## src/rtl/ham_pkg.sv

```systemverilog
package ham_pkg;

  typedef enum logic {
    MODE_DETECT  = 1'b0,
    MODE_CORRECT = 1'b1
  } mode_e;

  // Positions that are powers of two carry parity
  function automatic bit is_pow2(input int v);
    return (v > 0) && ((v & (v - 1)) == 0);
  endfunction

endpackage

```

## src/rtl/ham_enc.sv

```systemverilog
module ham_enc #(
  parameter int PAR_W = 3,
  localparam int CW_W = (1 << PAR_W) - 1,
  localparam int MSG_W = CW_W - PAR_W
) (
  input  logic [MSG_W-1:0] msg,
  output logic [CW_W-1:0]  code
);

  // Scatter message bits onto non-parity positions, highest position first
  function automatic logic [CW_W-1:0] scatter(input logic [MSG_W-1:0] d);
    logic [CW_W-1:0] w;
    int k;
    w = '0;
    k = MSG_W - 1;
    for (int pos = CW_W; pos >= 1; pos--) begin
      if (!ham_pkg::is_pow2(pos)) begin
        w[pos-1] = d[k];
        k--;
      end
    end
    return w;
  endfunction

  // Even parity over each position group, written to position 2^j
  function automatic logic [CW_W-1:0] add_parity(input logic [CW_W-1:0] w);
    logic [CW_W-1:0] r;
    logic p;
    r = w;
    for (int j = 0; j < PAR_W; j++) begin
      p = 1'b0;
      for (int pos = 1; pos <= CW_W; pos++) begin
        if (pos[j]) p = p ^ w[pos-1];
      end
      r[(1 << j) - 1] = p;
    end
    return r;
  endfunction

  always_comb code = add_parity(scatter(msg));

endmodule

```

## src/rtl/ham_dec.sv

```systemverilog
module ham_dec #(
  parameter int PAR_W = 3,
  localparam int CW_W = (1 << PAR_W) - 1,
  localparam int MSG_W = CW_W - PAR_W
) (
  input  logic [CW_W-1:0]  word,
  input  logic             correct_en,
  output logic [PAR_W-1:0] syndrome,
  output logic [CW_W-1:0]  flip_mask,
  output logic [MSG_W-1:0] data,
  output logic             error,
  output logic             corrected
);

  function automatic logic [PAR_W-1:0] check(input logic [CW_W-1:0] w);
    logic [PAR_W-1:0] s;
    s = '0;
    for (int j = 0; j < PAR_W; j++) begin
      for (int pos = 1; pos <= CW_W; pos++) begin
        if (pos[j]) s[j] = s[j] ^ w[pos-1];
      end
    end
    return s;
  endfunction

  // Gather data positions back into a message, MSB from highest position
  function automatic logic [MSG_W-1:0] gather(input logic [CW_W-1:0] w);
    logic [MSG_W-1:0] d;
    int k;
    d = '0;
    k = MSG_W - 1;
    for (int pos = CW_W; pos >= 1; pos--) begin
      if (!ham_pkg::is_pow2(pos)) begin
        d[k] = w[pos-1];
        k--;
      end
    end
    return d;
  endfunction

  logic syn_nz;

  always_comb begin
    syndrome  = check(word);
    syn_nz    = |syndrome;
    flip_mask = '0;
    if (correct_en && syn_nz) flip_mask[syndrome - PAR_W'(1)] = 1'b1;
    data      = gather(word ^ flip_mask);
    error     = syn_nz;
    corrected = correct_en && syn_nz;
  end

endmodule

```

## src/rtl/hamming_codec.sv

```systemverilog
module hamming_codec #(
  parameter int PAR_W = 3,
  localparam int CW_W = (1 << PAR_W) - 1,
  localparam int MSG_W = CW_W - PAR_W
) (
  input  logic             clk,
  input  logic             rst_n,
  input  logic             mode_correct,
  input  logic             enc_valid,
  input  logic [MSG_W-1:0] enc_data,
  output logic             enc_out_valid,
  output logic [CW_W-1:0]  enc_code,
  input  logic             dec_valid,
  input  logic [CW_W-1:0]  dec_word,
  output logic             dec_out_valid,
  output logic [MSG_W-1:0] dec_data,
  output logic [PAR_W-1:0] dec_syndrome,
  output logic             dec_error,
  output logic             dec_corrected
);

  ham_pkg::mode_e   mode;
  logic [CW_W-1:0]  enc_code_c;
  logic [PAR_W-1:0] syn_c;
  logic [CW_W-1:0]  flip_c;
  logic [MSG_W-1:0] data_c;
  logic             err_c;
  logic             cor_c;

  assign mode = ham_pkg::mode_e'(mode_correct);

  ham_enc #(.PAR_W(PAR_W)) u_enc (
    .msg  (enc_data),
    .code (enc_code_c)
  );

  ham_dec #(.PAR_W(PAR_W)) u_dec (
    .word       (dec_word),
    .correct_en (mode == ham_pkg::MODE_CORRECT),
    .syndrome   (syn_c),
    .flip_mask  (flip_c),
    .data       (data_c),
    .error      (err_c),
    .corrected  (cor_c)
  );

  always_ff @(posedge clk or negedge rst_n) begin
    if (!rst_n) begin
      enc_out_valid <= 1'b0;
      enc_code      <= '0;
    end else begin
      enc_out_valid <= enc_valid;
      if (enc_valid) enc_code <= enc_code_c;
    end
  end

  always_ff @(posedge clk or negedge rst_n) begin
    if (!rst_n) begin
      dec_out_valid <= 1'b0;
      dec_data      <= '0;
      dec_syndrome  <= '0;
      dec_error     <= 1'b0;
      dec_corrected <= 1'b0;
    end else begin
      dec_out_valid <= dec_valid;
      if (dec_valid) begin
        dec_data      <= data_c;
        dec_syndrome  <= syn_c;
        dec_error     <= err_c;
        dec_corrected <= cor_c;
      end
    end
  end


  enc_lat_chk: assert property (@(posedge clk) disable iff (!rst_n)
    enc_valid |=> enc_out_valid);


  dec_hold_chk: assert property (@(posedge clk) disable iff (!rst_n)
    !dec_valid |=> (!dec_out_valid && $stable(dec_data) && $stable(dec_syndrome)));


  flip_onehot_chk: assert property (@(posedge clk) disable iff (!rst_n)
    $onehot0(flip_c));


  detect_nofix_chk: assert property (@(posedge clk) disable iff (!rst_n)
    (dec_valid && !mode_correct) |=> !dec_corrected);


  zero_syn_chk: assert property (@(posedge clk) disable iff (!rst_n)
    (dec_out_valid && dec_syndrome == '0) |-> (!dec_error && !dec_corrected));

endmodule

```

## config.mk

```make
export PLATFORM = sky130hd
export DESIGN_NAME = hamming_codec
export DESIGN_NICKNAME = d
export VERILOG_FILES = /design/src/rtl/ham_pkg.sv /design/src/rtl/ham_enc.sv /design/src/rtl/ham_dec.sv /design/src/rtl/hamming_codec.sv
export SDC_FILE = /design/constraint.sdc
export NUM_CORES = 1
export LEC_CHECK = 0
export ABC_AREA = 1
export CAP_MARGIN = 20
export CORE_MARGIN = 2
export CORE_UTILIZATION = 30
export CTS_BUF_LIST = sky130_fd_sc_hd__clkbuf_4 sky130_fd_sc_hd__clkbuf_8 sky130_fd_sc_hd__clkbuf_16
export CTS_CLUSTER_DIAMETER = 40
export DETAILED_ROUTE_END_ITERATION = 6
export PLACE_DENSITY = 0.57
export SLEW_MARGIN = 20
export SYNTH_ARGS = -nofsm -noshare
export SYNTH_HDL_FRONTEND = slang
export SYNTH_SLANG_ARGS = --single-unit
```

## constraint.sdc

```tcl
create_clock -name clk -period 0.9 [get_ports clk]
set_clock_uncertainty 0.15 [all_clocks]
set_input_delay 0.18 -clock clk [delete_from_list [all_inputs] [get_ports clk]]
set_output_delay 0.18 -clock clk [all_outputs]
set_load 0.02 [all_outputs]
```

==> flow_summary.json, run 1 <==
{
  "status": "complete, but fails checks",
  "violations": "negative setup slack",
  "clock_latency_ps": 300,
  "fillers": 248,
  "ys_seq_elements": 18,
  "relSlewSlack_pct": 85.2,
  "crit-reg2reg-launch": "dec_data[3]",
  "overflow": 0,
  "r2r_slack_ps": -10,
  "slew_violations": 0,
  "synth_compound_area_share_pct": 6.58,
  "power_density_nw_per_um2": 1470,
  "cts-root-buf": "clkbuf_4",
  "cap_violations": 0,
  "rsz0062_at_grt": "true",
  "syn_area_um2": 951,
  "initial_core_util_pct": 31.4,
  "drcViolationCount": 0,
  "fin_util_pct": 67.8,
  "pwr-share-seq_pct": 32.8,
  "worst-path-max-fanout": 4,
  "num_vias": 1056,
  "firstDrtPassIters": 4,
  "yosysWarnings": 0,
  "drt_iter0_drc": 20,
  "swShare_pct": 33.1,
  "synthSimpleGateAreaFrac_pct": 30.9,
  "p_leak_nw": 1.01,
  "drt_wl_total_um": 2850,
  "die_area_um2": 3640,
  "yosys.area.top_type_share_pct": 47.4,
  "worstReg2RegEnd": "dec_data[3]",
  "grt_usage_pct": 15.3,
  "reg2reg_depth": 3,
  "syn_nets": 128,
  "finalCritPeriodShare_pct": 177,
  "cts.sinks": 18,
  "cts_tree": "built",
  "multiInputGateArea_um2": 643,
  "final_net_count": 212,
  "cts.reportedPaths.clkPinSlew_ps": 100,
  "syn_inst": 110,
  "synth_top_family_by_area": "simple AND/OR/NAND/NOR gates",
  "clkPwrFrac_pct": 17.1,
  "ant_nets": 0,
  "hold_start": "enc_data[3]",
  "fmax_mhz": 628,
  "ir_worst_vdd_uv": 880,
  "crit_buf_inv": 3,
  "setup_viol_count_final": 27,
  "worst_setup_path_end_kind": "register",
  "setup_ws_ps": -694,
  "critPathLaunchType": "input port",
  "num_rows": 20,
  "power_frac_comb_pct": 50.2,
  "avgViaCountPerCell": 4.46,
  "hold_end": "enc_code[6]",
  "path_cells": "buf_12, inv_12, nand2_8, nand2_4, nand2_4, nand2_4, nand2_4, nand2_4, ha_4, ha_4, inv_2, nand2_4, nor3_4, nand4_1, nand3_2, nand2_1",
  "hp-class": "input port to register",
  "synthTopCellsByArea": "dfrtp_1 47%, nand2_1 15%, inv_1 3.9%",
  "slowest_delay_ps": 190,
  "cp_data_required_time_ps": 950,
  "tightest_slew_ps": 221,
  "finalHoldViolCount": 0,
  "dp_hpwl_um": 1950,
  "cpMaxStageDelayCell": "nor3_4",
  "antenna_found_initial": 0,
  "synthAdderAreaFrac_pct": 2.63,
  "h-tree-depth": 1,
  "p_int_mw": 2.02,
  "ioPinCount": 34,
  "grt_pass1_wl_um": 4080,
  "fin_crit_ps": 1590,
  "die_w_um": 60.3,
  "yosysSeqAreaShare_pct": 47.4,
  "grt_pass1_vias": 973,
  "core_um2": 3030,
  "muxShareOfSynthArea_pct": 0,
  "drive_gt1_share_pct": 58.5,
  "seq_area_um2": 450,
  "path_delay_family": "simple AND/OR/NAND/NOR gates",
  "synthDistinctLibCells": 21,
  "cp_data_arrival_time_ps": 1650,
  "whs_path_depth": 3,
  "antenna_cells": 0,
  "crit_type": "input port to register",
  "clock_path_buffers": 2,
  "cts_buffers": 3,
  "path_common_cell": "nand2_4",
  "p_switching_mw": 0.998,
  "syn_area_per_cell_um2": 8.64,
  "synth_area_leader_cell": "dfrtp_1",
  "area_delta_synth_final_pct": 116,
  "gp_congestion": 0.776,
  "grt_max_degree": 19,
  "wire_per_inst_um": 12.0,
  "dp_slack_ps": -1580,
  "synth_xor_xnor_area_share_pct": 7.37,
  "die_y_um": 60.3,
  "portBuffers": 33
}
==> tightest hold or removal path, delay by kind of cell <==
kind                   cells  cell delay [ps]
AND/OR/NAND/NOR            2              160
buffers and inverters      1              140
==> cell usage after synthesis <==
library cell	number
nor3_4	1
nor2_1	1
o21ai_2	1
nand4_1	4
o211ai_1	3
clkbuf_1	1
o21ai_1	3
a31oi_1	1
inv_2	2
nand2_1	38
nand3_1	7
nand3_2	2
ha_1	2
inv_1	10
dfrtp_1	18
xnor2_1	4
xor2_1	4
nand2_2	2
nand2_4	3
o21ai_0	2
nor3_1	1
==> power groups by stage <==
stage	clock (mW)	sequential, mW	combinational [mW]
global route	0.578	0.998	1.62
finish	0.515	0.989	1.51
CTS	0.524	0.983	1.27
global placement	0	0.974	1.15
detailed placement	0	0.977	1.17
floorplan	0	1.10	0.427
==> per-layer routing <==
metal  GRT usage (%)  part of all wire (%)  up-vias
met5               0                     0        -
met4            7.62                   1.8        0
met3            3.03                   4.0        6
met2            26.4                    55       26
met1            17.9                    39      498
li1                -                     -      526
==> stage by stage <==
stage	TNS (ps)	cell area (µm²)	power (mW)	std cells	hold slack, ps
4_1_cts	-8240	1860	2.78	225	54.7
5_1_grt	-10100	2050	3.19	237	58.3
2_1_floorplan	-3820	1060	1.53	110	-266
3_5_place_dp	-20320	1710	2.15	217	313
6_report	-9080	2050	3.02	237	52.3
3_3_place_gp	-20030	1710	2.13	217	310
==> sequential cells by signal, summed over array words and instances (netlist names) <==
name,cells
dec_data,4
dec_error,1
dec_corrected,1
dec_out_valid,1
dec_syndrome,3
enc_code,7
enc_out_valid,1
==> placed cells by master, fill, tap and decap left out, types with 3 or more instances in the layout <==
cell type,n
xor2_1,3
dfrtp_1,18
buf_4,31
nand4_1,4
inv_1,3
o21ai_2,3
nand3_1,6
clkbuf_4,3
inv_2,7
o211ai_1,3
xnor2_4,3
nand2_1,30
buf_6,34
dlygate4sd2_1,5
o21ai_1,3
buf_12,4
nand2_4,7
nand2_2,4
==> timing repair <==
action                                  CTS  global route
pin swaps                                29            13
endpoints found under the setup margin   34            31
setup buffers                             6            13
hold buffers                              0             0
gates cloned                              0             0
resized for setup                       170            25
==> cell families after synthesis <==
family                   after synthesis
flip-flops                            18
XOR/XNOR                               8
AO/OA/AOI/OAI                         10
buffers and inverters                 13
adder cells (fa/ha/maj)                2
AND/OR/NAND/NOR                       59
==> how the worst max path moves through the flow <==
stage,depth (start not counted),startpoint,endpoint
after floorplan,14,dec_word[2],dec_data[0]
after global placement,17,dec_word[2],dec_data[2]
after detailed placement,18,dec_word[2],dec_data[2]
after CTS,11,dec_word[2],dec_data[0]
after global routing,17,dec_word[2],dec_data[1]
final,16,dec_word[2],dec_data[2]
==> cell type report <==
cell class,instances,area share (%)
Multi-Input combinational cell,79,31.3
Inverter,12,2.93
Timing Repair Buffer,80,39.3
Tap cell,44,2.68
Clock buffer,4,1.77
Sequential cell,18,22.0
Note: power is estimated with default switching activity, not from simulation.
==> run 2, diff against run 1 <==
--- a/config.mk
+++ b/config.mk
@@ -7,7 +7,6 @@
 export LEC_CHECK = 0
 export ABC_AREA = 1
 export CAP_MARGIN = 20
-export CORE_MARGIN = 2
 export CORE_UTILIZATION = 30
 export CTS_BUF_LIST = sky130_fd_sc_hd__clkbuf_4 sky130_fd_sc_hd__clkbuf_8 sky130_fd_sc_hd__clkbuf_16
 export CTS_CLUSTER_DIAMETER = 40
==> flow_summary.json, run 2 (synthesis results as in run 1) <==
{
  "antenna_cells": 0,
  "power_density_nw_per_um2": 1450,
  "dp_slack_ps": -1600,
  "finalHoldViolCount": 0,
  "h-tree-depth": 1,
  "rsz0062_at_grt": "true",
  "num_rows": 20,
  "crit_type": "input port to register",
  "grt_util_met1_pct": 21.1,
  "dp_hpwl_um": 1930,
  "gp_congestion": 0.807,
  "grt_usage_pct": 16.9,
  "worst_setup_path_end_kind": "register",
  "drt_iter0_drc": 16,
  "avgViaCountPerCell": 4.32,
  "clock_latency_ps": 290,
  "gr-max-usage-layer": "met2",
  "grt_pass1_wl_um": 4360,
  "multiInputGateArea_um2": 673,
  "largestRegisters": "enc_code (7), dec_data (4), dec_syndrome (3)",
  "finalCritPeriodShare_pct": 182,
  "p_leak_nw": 0.988,
  "cts_tree": "built",
  "fillers": 228,
  "ctsHoldBuffers": 0,
  "relSlewSlack_pct": 84.3,
  "cp_data_required_time_ps": 950,
  "setup_viol_count_final": 25,
  "ir_worst_vdd_uv": 677,
  "num_vias": 1010,
  "final_common_cell": "buf_4",
  "status": "complete, but fails checks",
  "worst-path-max-fanout": 4,
  "critPathLaunchType": "input port",
  "fin_cells": 234,
  "cts_buffers": 3,
  "overflow": 0,
  "die_w_um": 58.3,
  "fin_util_pct": 67.3,
  "core_um2": 3030,
  "ioPinCount": 34,
  "cts-root-buf": "clkbuf_4",
  "wire_per_inst_um": 11.2,
  "violations": "negative setup slack",
  "fmax_mhz": 612,
  "hp-class": "input port to async pin",
  "portBuffers": 33,
  "firstDrtPassIters": 4,
  "setup_ws_ps": -735,
  "tightest_slew_ps": 235,
  "grt_max_degree": 19,
  "cap_violations": 0,
  "slew_violations": 0,
  "grt_pass1_vias": 1016,
  "cts.sinks": 18,
  "area_delta_synth_final_pct": 114,
  "initial_core_util_pct": 31.4,
  "drcViolationCount": 0,
  "final_net_count": 209,
  "die_area_um2": 3400,
  "dp.cells": 218,
  "regMostFlops": "enc_code",
  "antenna_found_initial": 0,
  "layout_common_cells": "32 x buf_4, 30 x nand2_1, 30 x buf_6, 18 x dfrtp_1",
  "die_y_um": 58.3,
  "ant_nets": 0,
  "cts.reportedPaths.clkPinSlew_ps": 100,
  "met2_usage_pct": 29.7,
  "seq_area_um2": 450,
  "drt_wl_total_um": 2620,
  "cp_data_arrival_time_ps": 1680,
  "largest_reg_flops": 7,
  "grtUsageMet3_pct": 3.30,
  "clock_path_buffers": 2,
  "finalPower_mw": 2.95,
  "fin_crit_ps": 1630,
  "drive_gt1_share_pct": 58.9
}
==> run 2: repair_timing <==
item                                    in CTS  in global routing
hold endpoints to repair                     0                  0
setup buffers                               12                  6
pin swaps                                   25                 23
gates resized for setup                    172                 19
endpoints found under the setup margin      34                 30
==> run 2: path summary, 6_finish.rpt <==
path,cells past startpoint,end,slack [ps],start
min in group clk,4,dec_data[1],90,dec_word[4]
setup reg to reg,4,dec_data[3],-110,dec_data[3]
hold reg to reg,2,enc_code[4],350,enc_code[4]
setup / recovery,15,dec_data[0],-730,dec_word[2]
max in group asynchronous,2,enc_code[6],410,rst_n
hold / removal,2,enc_code[1],70,rst_n
==> run 2: layout make-up <==
type / instances / area share [%]
clock buffers: 4 / 1.78
inverters: 12 / 3.19
well taps: 44 / 2.70
flip-flops and latches: 18 / 22.1
repair buffers: 77 / 37.2
multi-input cells: 79 / 33.0
==> run 2: power by group <==
group	leakage [nW]	internal, mW	switching (mW)	total, mW
clock network	0.0210	0.246	0.242	0.489
logic	0.750	0.817	0.659	1.48
registers	0.217	0.908	0.0750	0.983
total	0.988	1.97	0.976	2.95
==> run 2: per-layer routing <==
layer  wire [µm]  share of wire (%)  vias up
met5           0                  0        -
met4          11               0.42        0
met3          97                3.7        2
met2        1390                 53       23
met1        1120                 43      464
li1            -                  -      521
==> run 2: critical path, stage by stage <==
cell,delay (ps)
buf_12,120
inv_12,40
nand2_8,60
nand2_4,50
nand2_4,80
nand2_4,60
nand2_4,70
nand2_4,60
ha_4,160
ha_4,290
inv_4,40
nor3_4,190
nand4_1,140
nand3_2,100
nand2_1,50
==> run 2: through the flow <==
| stage | cell area, µm² | hold slack, ps | TNS (ps) |
|---|---|---|---|
| CTS | 1940 | 69.9 | -8110 |
| floorplan | 1060 | -266 | -3820 |
| finish | 2040 | 65.6 | -8270 |
| global placement | 1720 | 313 | -20010 |
| detailed placement | 1720 | 312 | -20360 |
| global route | 2040 | 57.3 | -9330 |
==> run 3, diff against run 2 <==
--- a/config.mk
+++ b/config.mk
@@ -8,7 +8,7 @@
 export ABC_AREA = 1
 export CAP_MARGIN = 20
 export CORE_UTILIZATION = 30
-export CTS_BUF_LIST = sky130_fd_sc_hd__clkbuf_4 sky130_fd_sc_hd__clkbuf_8 sky130_fd_sc_hd__clkbuf_16
+export CTS_BUF_LIST = sky130_fd_sc_hd__clkbuf_4
 export CTS_CLUSTER_DIAMETER = 40
 export DETAILED_ROUTE_END_ITERATION = 6
 export PLACE_DENSITY = 0.57
==> flow_summary.json, run 3 (synthesis results as in run 1) <==
{
  "cp_data_arrival_time_ps": 1700,
  "num_vias": 1006,
  "worst-path-max-fanout": 4,
  "ioPinCount": 34,
  "cts.sinks": 18,
  "path_cells": "buf_12, inv_12, nand2_8, nand2_4, nand2_4, nand2_4, nand2_4, nand2_4, ha_4, ha_4, inv_4, nor3_4, nand4_1, nand3_2, nand2_1",
  "cts-root-buf": "clkbuf_4",
  "ctsHoldBuffers": 0,
  "grt_usage_pct": 16.9,
  "hp-class": "input port to async pin",
  "setup_viol_count_final": 25,
  "cts_buffers": 3,
  "final_net_count": 209,
  "path_common_cell": "nand2_4",
  "grt_pass1_wl_um": 4340,
  "slew_violations": 0,
  "crit_buf_inv": 3,
  "finalCritPeriodShare_pct": 183,
  "ant_nets": 0,
  "core_um2": 3030,
  "clock_path_buffers": 2,
  "overflow": 0,
  "portBuffers": 33,
  "drt_iter0_drc": 22,
  "hold_slack_ps": 68.0,
  "layout_common_cells": "32 x buf_4, 30 x nand2_1, 30 x buf_6, 18 x dfrtp_1",
  "largestRegisters": "enc_code (7), dec_data (4), dec_syndrome (3)",
  "crit_type": "input port to register",
  "fin_area_um2": 2030,
  "avgViaCountPerCell": 4.30,
  "ir_worst_vdd_uv": 692,
  "gp_congestion": 0.807,
  "dp_hpwl_um": 1930,
  "tightest_slew_ps": 230,
  "die_w_um": 58.3,
  "cts_tree": "built",
  "h-tree-depth": 1,
  "seq_area_um2": 450,
  "die_area_um2": 3400,
  "p_leak_nw": 0.984,
  "relSlewSlack_pct": 84.6,
  "worst_setup_path_end_kind": "register",
  "grt_pass1_vias": 1018,
  "cp-startpoint": "dec_word[2]",
  "drcViolationCount": 0,
  "area_delta_synth_final_pct": 114,
  "fmax_mhz": 606,
  "grt_max_degree": 19,
  "drive_gt1_share_pct": 58.9,
  "cap_violations": 0,
  "fin_crit_ps": 1650,
  "final_common_cell": "buf_4",
  "largest_reg_flops": 7,
  "placed_area_um2": 1720,
  "firstDrtPassIters": 4,
  "multiInputGateArea_um2": 677,
  "fillers": 231,
  "initial_core_util_pct": 31.4,
  "cpMaxStageDelayCell": "ha_4",
  "cts.reportedPaths.clkPinSlew_ps": 100,
  "num_rows": 20,
  "regMostFlops": "enc_code",
  "violations": "negative setup slack",
  "slowest_delay_ps": 290,
  "die_y_um": 58.3,
  "crit-reg2reg-launch": "dec_data[3]",
  "path_delay_family": "simple AND/OR/NAND/NOR gates",
  "wire_per_inst_um": 11.0,
  "drt_wl_total_um": 2590,
  "status": "complete, but fails checks",
  "cp_data_required_time_ps": 940,
  "rsz0062_at_grt": "true",
  "setup_ws_ps": -751,
  "finalHoldViolCount": 0,
  "antenna_found_initial": 0,
  "clock_latency_ps": 280,
  "critPathLaunchType": "input port",
  "power_density_nw_per_um2": 1410,
  "antenna_cells": 0
}
run 3: cell types whose count changed in the layout (fill, tap and decap cells not counted):
| cell | before | now |
|---|---|---|
| clkbuf_8 | 1 | 0 |
| o21ai_1 | 2 | 1 |
| o21ai_2 | 4 | 5 |
| clkinv_1 | 0 | 1 |
run 3: cell type report:
| cell class | instances | share of cell area, % |
|---|---|---|
| Multi-Input combinational cell | 79 | 33.3 |
| Inverter | 12 | 3.20 |
| Clock inverter | 1 | 0.185 |
| Sequential cell | 18 | 22.2 |
| Timing Repair Buffer | 77 | 37.3 |
| Tap cell | 44 | 2.71 |
| Clock buffer | 3 | 1.11 |
run 3: path summary, 6_finish.rpt:
check                         endpoint  slack [ps]  cells after the start
min in group clk           dec_data[1]         100                      4
hold reg to reg            enc_code[4]         350                      2
setup / recovery           dec_data[0]        -750                     15
setup reg to reg           dec_data[3]        -110                      4
max in group asynchronous  enc_code[6]         400                      2
hold / removal             enc_code[1]          70                      2
run 3: where the power goes:
part	internal [mW]	leakage [nW]	total, mW	switching [mW]
Sequential	0.908	0.217	0.983	0.0747
Clock	0.161	0.0154	0.395	0.234
Combinational	0.820	0.751	1.48	0.662
run 3: through the flow:
step	worst slack (ps)	utilization, %	cells	power [mW]	TNS (ps)
after detailed placement	-1600	56.8	218	2.16	-20360
after global routing	-817	67.1	234	3.04	-9300
final	-751	67.1	234	2.86	-8180
after CTS	-703	63.7	231	2.78	-8090
after floorplan	-802	-	110	1.53	-3820
after global placement	-1570	56.8	218	2.14	-20010
run 3: worst register-to-register path: cells and delay by family, from the launching register on:
family | cells | cell delay, ps
compound gates | 1 | 50
simple gates | 1 | 50
buf+inv | 2 | 260
flops | 1 | 400
run 3: routing by layer:
layer / vias to the layer above / GRT usage [%] / wire (µm)
li1: 523 / - / -
met1: 458 / 20.8 / 1080
met2: 23 / 29.9 / 1400
met3: 2 / 3.30 / 94
met4: 0 / 5.10 / 11
met5: - / 0 / 0
run 3: repair_timing:
action                                  4_1_cts  5_1_grt
gates resized for setup                     172       20
cloned                                        0        0
setup buffers                                12        6
pin swaps                                    25       22
endpoints found under the setup margin       34       30
